## src/rtl/pit_pkg.sv

```systemverilog
package pit_pkg;
  localparam logic [2:0] MODE_RATE = 3'b010;

  typedef enum logic [1:0] {
    ACC_LATCH = 2'b00,
    ACC_LO    = 2'b01,
    ACC_HI    = 2'b10,
    ACC_LOHI  = 2'b11
  } access_e;

  typedef struct packed {
    logic [1:0] chan;
    access_e    access;
    logic [2:0] mode;
    logic       bcd;
  } ctrl_word_t;

  typedef enum logic [1:0] {
    SEQ_IDLE = 2'b00,
    SEQ_LO   = 2'b01,
    SEQ_HI   = 2'b10
  } seq_e;
endpackage

```

## src/rtl/pit_ctrl_dec.sv

```systemverilog
module pit_ctrl_dec
  import pit_pkg::*;
#(
  parameter logic [1:0] CHAN_ID = 2'd0
) (
  input  logic [7:0] cw_i,
  output logic       accept_o
);
  ctrl_word_t cw;
  assign cw = ctrl_word_t'(cw_i);

  // only binary rate generation with lo/hi loading is implemented
  assign accept_o = (cw.chan == CHAN_ID) && (cw.access == ACC_LOHI) &&
                    (cw.mode == MODE_RATE) && !cw.bcd;
endmodule

```

## src/rtl/pit_load_seq.sv

```systemverilog
module pit_load_seq
  import pit_pkg::*;
#(
  parameter int unsigned BYTE_W = 8,
  localparam int unsigned CNT_W = 2 * BYTE_W
) (
  input  logic              clk_i,
  input  logic              rst_ni,
  input  logic              ctrl_wr_i,
  input  logic              accept_i,
  input  logic              data_wr_i,
  input  logic [BYTE_W-1:0] data_i,
  output logic              stop_o,
  output logic              done_o,
  output logic [CNT_W-1:0]  reload_o
);
  seq_e              seq_q;
  logic [BYTE_W-1:0] lo_q;
  logic [CNT_W-1:0]  reload_q;

  assign stop_o   = ctrl_wr_i && accept_i;
  assign done_o   = data_wr_i && (seq_q == SEQ_HI);
  assign reload_o = reload_q;

  always_ff @(posedge clk_i or negedge rst_ni) begin
    if (!rst_ni) begin
      seq_q    <= SEQ_IDLE;
      lo_q     <= '0;
      reload_q <= '0;
    end else if (stop_o) begin
      seq_q <= SEQ_LO;
    end else if (data_wr_i) begin
      unique case (seq_q)
        SEQ_LO: begin
          lo_q  <= data_i;
          seq_q <= SEQ_HI;
        end
        SEQ_HI: begin
          reload_q <= {data_i, lo_q};
          seq_q    <= SEQ_LO;
        end
        default: seq_q <= seq_q;
      endcase
    end
  end


  accept_chk: assert property (@(posedge clk_i) disable iff (!rst_ni)
    ctrl_wr_i && accept_i |=> seq_q == SEQ_LO);

  ignore_ctrl_chk: assert property (@(posedge clk_i) disable iff (!rst_ni)
    ctrl_wr_i && !accept_i && !data_wr_i |=> $stable(seq_q) && $stable(reload_q) && $stable(lo_q));

  hi_byte_chk: assert property (@(posedge clk_i) disable iff (!rst_ni)
    data_wr_i && !ctrl_wr_i && seq_q == SEQ_HI |=>
      reload_q == {$past(data_i), $past(lo_q)} && seq_q == SEQ_LO);

  idle_chk: assert property (@(posedge clk_i) disable iff (!rst_ni)
    seq_q == SEQ_IDLE && !ctrl_wr_i |=> seq_q == SEQ_IDLE);
endmodule

```

## src/rtl/pit_rate_core.sv

```systemverilog
module pit_rate_core #(
  parameter int unsigned CNT_W = 16
) (
  input  logic             clk_i,
  input  logic             rst_ni,
  input  logic             tick_i,
  input  logic             stop_i,
  input  logic             done_i,
  input  logic [CNT_W-1:0] reload_i,
  output logic             out_o
);
  localparam logic [CNT_W-1:0] CNT_ONE = CNT_W'(1);

  logic             run_q;
  logic             primed_q;
  logic [CNT_W-1:0] count_q;

  always_ff @(posedge clk_i or negedge rst_ni) begin
    if (!rst_ni) begin
      run_q    <= 1'b0;
      primed_q <= 1'b0;
      count_q  <= '0;
    end else if (stop_i) begin
      run_q    <= 1'b0;
      primed_q <= 1'b0;
    end else begin
      if (done_i) run_q <= 1'b1;
      if (tick_i && run_q) begin
        // a zero reload wraps through all ones: period of 2**CNT_W
        if (!primed_q || count_q == CNT_ONE) begin
          count_q  <= reload_i;
          primed_q <= 1'b1;
        end else begin
          count_q <= count_q - CNT_ONE;
        end
      end
    end
  end

  assign out_o = !(primed_q && count_q == CNT_ONE);


  start_chk: assert property (@(posedge clk_i) disable iff (!rst_ni)
    run_q && !primed_q && tick_i && !stop_i |=> primed_q && count_q == $past(reload_i));

  reload_chk: assert property (@(posedge clk_i) disable iff (!rst_ni)
    primed_q && tick_i && !stop_i && count_q == CNT_ONE |=> count_q == $past(reload_i));

  step_chk: assert property (@(posedge clk_i) disable iff (!rst_ni)
    primed_q && tick_i && !stop_i && count_q != CNT_ONE |=> count_q == $past(count_q) - CNT_ONE);

  stop_chk: assert property (@(posedge clk_i) disable iff (!rst_ni)
    stop_i |=> out_o && !primed_q);

  hold_chk: assert property (@(posedge clk_i) disable iff (!rst_ni)
    !tick_i && !stop_i |=> $stable(count_q) && $stable(out_o));
endmodule

```

## src/rtl/pit_channel.sv

```systemverilog
module pit_channel #(
  parameter logic [1:0]  CHAN_ID = 2'd0,
  parameter int unsigned BYTE_W  = 8,
  localparam int unsigned CNT_W  = 2 * BYTE_W
) (
  input  logic              clk_i,
  input  logic              rst_ni,
  input  logic              tick_i,
  input  logic              wr_en_i,
  input  logic              wr_ctrl_i,
  input  logic [BYTE_W-1:0] wr_data_i,
  output logic              out_o
);
  logic             ctrl_wr, data_wr, accept, stop, done;
  logic [CNT_W-1:0] reload;
  logic [7:0]       cw;

  assign ctrl_wr = wr_en_i && wr_ctrl_i;
  assign data_wr = wr_en_i && !wr_ctrl_i;
  assign cw      = 8'(wr_data_i);

  pit_ctrl_dec #(.CHAN_ID(CHAN_ID)) i_dec (
    .cw_i     (cw),
    .accept_o (accept)
  );

  pit_load_seq #(.BYTE_W(BYTE_W)) i_seq (
    .clk_i     (clk_i),
    .rst_ni    (rst_ni),
    .ctrl_wr_i (ctrl_wr),
    .accept_i  (accept),
    .data_wr_i (data_wr),
    .data_i    (wr_data_i),
    .stop_o    (stop),
    .done_o    (done),
    .reload_o  (reload)
  );

  pit_rate_core #(.CNT_W(CNT_W)) i_core (
    .clk_i    (clk_i),
    .rst_ni   (rst_ni),
    .tick_i   (tick_i),
    .stop_i   (stop),
    .done_i   (done),
    .reload_i (reload),
    .out_o    (out_o)
  );
endmodule

```

## config.mk

```make
export PLATFORM = sky130hd
export DESIGN_NAME = pit_channel
export DESIGN_NICKNAME = d
export VERILOG_FILES = /design/src/rtl/pit_pkg.sv /design/src/rtl/pit_ctrl_dec.sv /design/src/rtl/pit_load_seq.sv /design/src/rtl/pit_rate_core.sv /design/src/rtl/pit_channel.sv
export SDC_FILE = /design/constraint.sdc
export NUM_CORES = 1
export LEC_CHECK = 0
export ABC_AREA = 1
export BUFFER_PORTS_ARGS = -buffer_cell sky130_fd_sc_hd__buf_2
export CAP_MARGIN = 20
export CORE_ASPECT_RATIO = 0.75
export CORE_MARGIN = 2
export CORE_UTILIZATION = 50
export CTS_BUF_LIST = sky130_fd_sc_hd__clkbuf_8
export DETAILED_ROUTE_END_ITERATION = 8
export GPL_ROUTABILITY_DRIVEN = 0
export PLACE_DENSITY = 0.74
export SYNTH_ARGS = -nofsm -noshare
export SYNTH_HDL_FRONTEND = slang
export SYNTH_HIERARCHICAL = 1
export SYNTH_SLANG_ARGS = --single-unit
export TNS_END_PERCENT = 50
```

## constraint.sdc

```tcl
create_clock -name clk_i -period 2.6 [get_ports clk_i]
set_clock_uncertainty 0.1 [all_clocks]
set_input_delay 0.52 -clock clk_i [delete_from_list [all_inputs] [get_ports clk_i]]
set_output_delay 0.52 -clock clk_i [all_outputs]
set_load 0.1 [all_outputs]
```

# Yosys cells after proc, flatten, opt, wreduce, memory -nomap -nowiden
# Cells that the tools add are included.
# word_totals
register_bits	44
inputBits	13
output_inout_bits	1
word_cells	47
# op_classes
addsub	1
eq_ne	5
mux	9
bitwise_logic	1
reduce_logical	25
# op_table
op	count
$eq A16 B1 Y1 const B	1
$mux W16	1
$sub A16 B1 Y16 const B	1
$logic_and A1 B1 Y1	9
$reduce_bool A2 Y1	4
$reduce_and A2 Y1	3
$reduce_and A3 Y1	2
$mux W1	5
$eq A2 B2 Y1 const B	2
$logic_not A1 Y1	4
$mux W2	2
$pmux W2 S2	1
$eq A3 B2 Y1 const B	1
$reduce_bool A3 Y1	1
$eq A2 B1 Y1 const B	1
$logic_not A2 Y1	1
$logic_or A1 B1 Y1	1
$not A1 Y1	1

# Longest topological paths before layout
# depth
ltp_word	7
ltp_mapped	13
depth_no_buf	12

# By module
# Netlist, hierarchy kept.
# by_module_without_submodules
module	n_inst	cells_per_inst	area_each_um2
pit_rate_core	1	210	1393.8
pit_load_seq	1	123	1106.1
pit_ctrl_dec	1	9	36.3
pit_channel	1	4	17.5

# Least setup slack after synthesis
# No wires, ideal clock.
# synth_path
kind	flip-flop to output port
start	register i_core.count_q[1]
end	output out_o
arrival_ns	1.635
t_required_ns	1.980
setup_slack_ns	0.345
stages_incl_launch_ff	8
n_path_buf	0
cell_sequence	dfrtp_1 -> inv_1 -> ha_1 -> inv_1 -> nor2_1 -> nand2_1 -> nor2_4 -> nand3_1
# synth_via
elab_chain_cells	3
# synth_rtl
element	line_no	source
start, declared	pit_rate_core.sv:16	logic [CNT_W-1:0] count_q;
start signal, assigned	pit_rate_core.sv:31	count_q <= reload_i;
start signal, assigned	pit_rate_core.sv:34	count_q <= count_q - CNT_ONE;
$eq A16 B1 Y1	pit_rate_core.sv:40	assign out_o = !(primed_q && count_q == CNT_ONE);
$logic_and A1 B1 Y1	pit_rate_core.sv:40	
$logic_not A1 Y1	pit_rate_core.sv:40	
end, declared	pit_channel.sv:12	output logic out_o
# Every way passes these cells.

# Final worst setup path
# layout_path
start	register i_core.count_q[0]
end	output out_o
# The elaborated chain is that of the path after synthesis.

==> metrics.md <==
| Metric | Value |
|---|---|
| Crit-path max FO | `5` |
| Worst R2R Start | `i_core/count_q[0]$_DFFE_PN0P_` |
| Crit path launch type | `flip-flop` |
| # H-tree levels | `2` |
| Total Wirelength | `5840 um` |
| Drt pass-1 iters | `4` |
| FF+latch count, synth | `44` |
| Site Rows | `22` |
| Final hold vios | `0` |
| Synth Instances | `346` |
| VDD IR-drop max | `510 uV` |
| Max cap viols | `0` |
| Global route total overflow | `0` |
| Largest cells by area after synthesis | `dfrtp_1, nand2_1, nand4_1` |
| Synth warn | `6` |
| Yosys top cell area share | `43.1%` |
| Starting Density | `52.1%` |
| CP Data Required Time | `1.98 ns` |
| CTS sink cnt | `44` |
| Clk slew on worst S/H paths | `0.08 ns` |
| Area leader, netlist | `dfrtp_1` |
| Met1 Use GR | `34.6%` |
| Final setup fails | `0` |
| Vias in the first global route | `2130` |
| TritonCTS clock tree | `built` |
| Critical Path AT | `1.71 ns` |
| Register area share after synthesis | `43.1%` |
| Status | `finished clean` |
| CTS Root Cell | `clkbuf_8` |
| Clk_lat worst skew | `0.29 ns` |
| Vias per std cell | `5.36` |
| Crit Path Category | `reg2out` |
| Area grow syn2layout | `8.97%` |
| Slew @ Worst Pin | `0.635 ns` |
| CP Launch Point | `i_core/count_q[0]$_DFFE_PN0P_` |
| Final min period | `2.33 ns` |
| TritonCTS buffer count | `5` |
| Max transition margin | `57.6%` |
| Share of layout cells above drive strength 1 | `15.0%` |
| Die area | `5700 um2` |
| Pin count of the biggest net entering global routing | `29` |
| Post-CTS Setup Inserts | `0` |
| Leak | `1.46 nW` |
| Mapped cell area | `2550 um2` |
| RSZ-0062 raised after global routing | `false` |
| Final net count | `375` |
| Slew Limit Fails | `0` |
| Post-CTS sizing | `0` |
| Hold WC Path Type | `in2async` |
| Iteration-0 DRC Markers | `163` |
| Hold_buf cts | `0` |
| Initial antenna violation count | `0` |
| N_diodes | `0` |
| Gr busiest metal | `met2` |
| Mapped Nets | `361` |
| Clk buf depth | `2` |
| Drt wl/cell | `13.9 um` |
| Unique masters post-synth | `26` |
| Die Width | `86.5 um` |
| Final period util | `89.6%` |
| GRT met2 Usage | `35.0%` |
| First-pass GRT wire length | `10200 um` |
| Area of the core | `4900 um2` |
| Mean Syn Cell Area | `7.38 um2` |
| PwrDens | `1070 nW/um2` |
| Final Util | `56.8%` |
| Max frequency | `429 MHz` |
| DRC viols | `0` |
| GRT Overall Usage | `23.1%` |
| CP endpoint kind | `primary output` |
| Setup TNS | `0 ns` |
| Vias post-DR | `2256` |
| Port Buf Inserts | `13` |
| ANT nets after route | `0` |
| # IOs | `14` |
| Post-DP HPWL | `4380 um` |
| M3 GR Usage | `4.00%` |
| Die Ht | `65.9 um` |
-- registers in the layout, summed over array words and instances, names as in the netlist --
name / count
i_core/count_q: 16
i_core/primed_q: 1
i_core/run_q: 1
i_seq/lo_q: 8
i_seq/reload_o: 16
i_seq/seq_q: 2
-- stage by stage --
| step | hold slack [ns] | area (um2) | total power, mW | cells | worst slack [ns] |
|---|---|---|---|---|---|
| 6_report | 0.0269 | 2780 | 2.97 | 421 | 0.271 |
| 3_5_place_dp | 0.352 | 2660 | 2.40 | 413 | 0.600 |
| 3_3_place_gp | 0.358 | 2660 | 2.35 | 413 | 0.631 |
| 4_1_cts | 0.0279 | 2780 | 2.99 | 421 | 0.263 |
| 5_1_grt | 0.0388 | 2780 | 3.27 | 421 | 0.190 |
| 2_1_floorplan | 0.124 | 2550 | 2.12 | 346 | 0.345 |
-- layer usage --
| layer | wire (um) | part of all wire [%] |
|---|---|---|
| met1 | 2890 | 49 |
| met2 | 2580 | 44 |
| met4 | 8 | 0.14 |
| met3 | 362 | 6.2 |
| met5 | 0 | 0 |
-- kinds of logic after synthesis --
kind of cell,after synthesis,share of synthesized area [%]
DFF,44,43.1
xor gates and xnor gates,4,1.37
buffers and inverters,51,8.97
AOI/OAI and AO/OA,30,6.57
and+or+nand+nor,215,39.0
adders and majority gates,2,0.980
-- placed cells by master (no fill, tap or decap), types with 3 or more instances in the layout --
cell	netlist	layout
a21oi_1	8	8
buf_2	8	13
buf_4	1	6
clkbuf_8	0	7
dfrtp_1	44	44
inv_1	39	39
nand2_1	123	123
nand2_2	7	7
nand3_1	20	20
nand4_1	26	26
nor2_1	21	21
nor2_2	9	9
nor2_4	4	4
o21ai_0	10	10
o21ai_1	7	7
o21ai_2	3	3
xor2_1	3	3
-- critical path, cell delays in order, from the launching register on --
cell	delay, ns
dfrtp_1	0.45
ha_1	0.22
inv_1	0.06
nor2_1	0.04
nand2_1	0.10
nor2_4	0.06
nand3_1	0.06
buf_2	0.43
-- area by class of cell --
cell class              count  area [um2]
inverters                  39         146
repair buffers             19         110
clock inverters             1        30.0
multi-input cells         251        1220
well taps                  60        75.1
clock buffers               7        96.3
flip-flops and latches     44        1100
fillers                   461        2120
-- worst paths after layout --
| path | depth (start not counted) | slack, ns | end |
|---|---|---|---|
| worst max-delay path | 7 | 0.27 | out_o |
| worst min-delay path | 1 | 0.03 | i_seq/reload_o[1]$_DFFE_PN0P_ |
| worst max register to register | 9 | 0.75 | i_core/count_q[10]$_DFFE_PN0P_ |
| worst min register to register | 2 | 0.38 | i_seq/reload_o[7]$_DFFE_PN0P_ |
| max in group asynchronous | 2 | 1.81 | i_core/count_q[9]$_DFFE_PN0P_ |
| min in group clk_i | 2 | 0.38 | i_seq/reload_o[7]$_DFFE_PN0P_ |
-- synthesized netlist by cell type --
cell,count
nand2_1,123
dfrtp_1,44
inv_1,39
nand4_1,26
nor2_1,21
nand3_1,20
o21ai_0,10
nor2_2,9
a21oi_1,8
buf_2,8
nand2_2,7
o21ai_1,7
nor2_4,4
o21ai_2,3
xor2_1,3
ha_1,2
nand2_4,2
nand3b_1,2
a21oi_2,1
buf_12,1
buf_4,1
buf_6,1
clkbuf_1,1
nand3_2,1
o21bai_1,1
xnor2_1,1
-- where the power goes --
| part | leakage, nW | switching [mW] | total, mW | internal (mW) |
|---|---|---|---|---|
| clock network | 0.0645 | 0.234 | 0.573 | 0.339 |
| registers | 0.565 | 0.256 | 1.24 | 0.984 |
| logic | 0.830 | 0.739 | 1.16 | 0.423 |
Note: power is estimated with default switching activity, not from simulation.
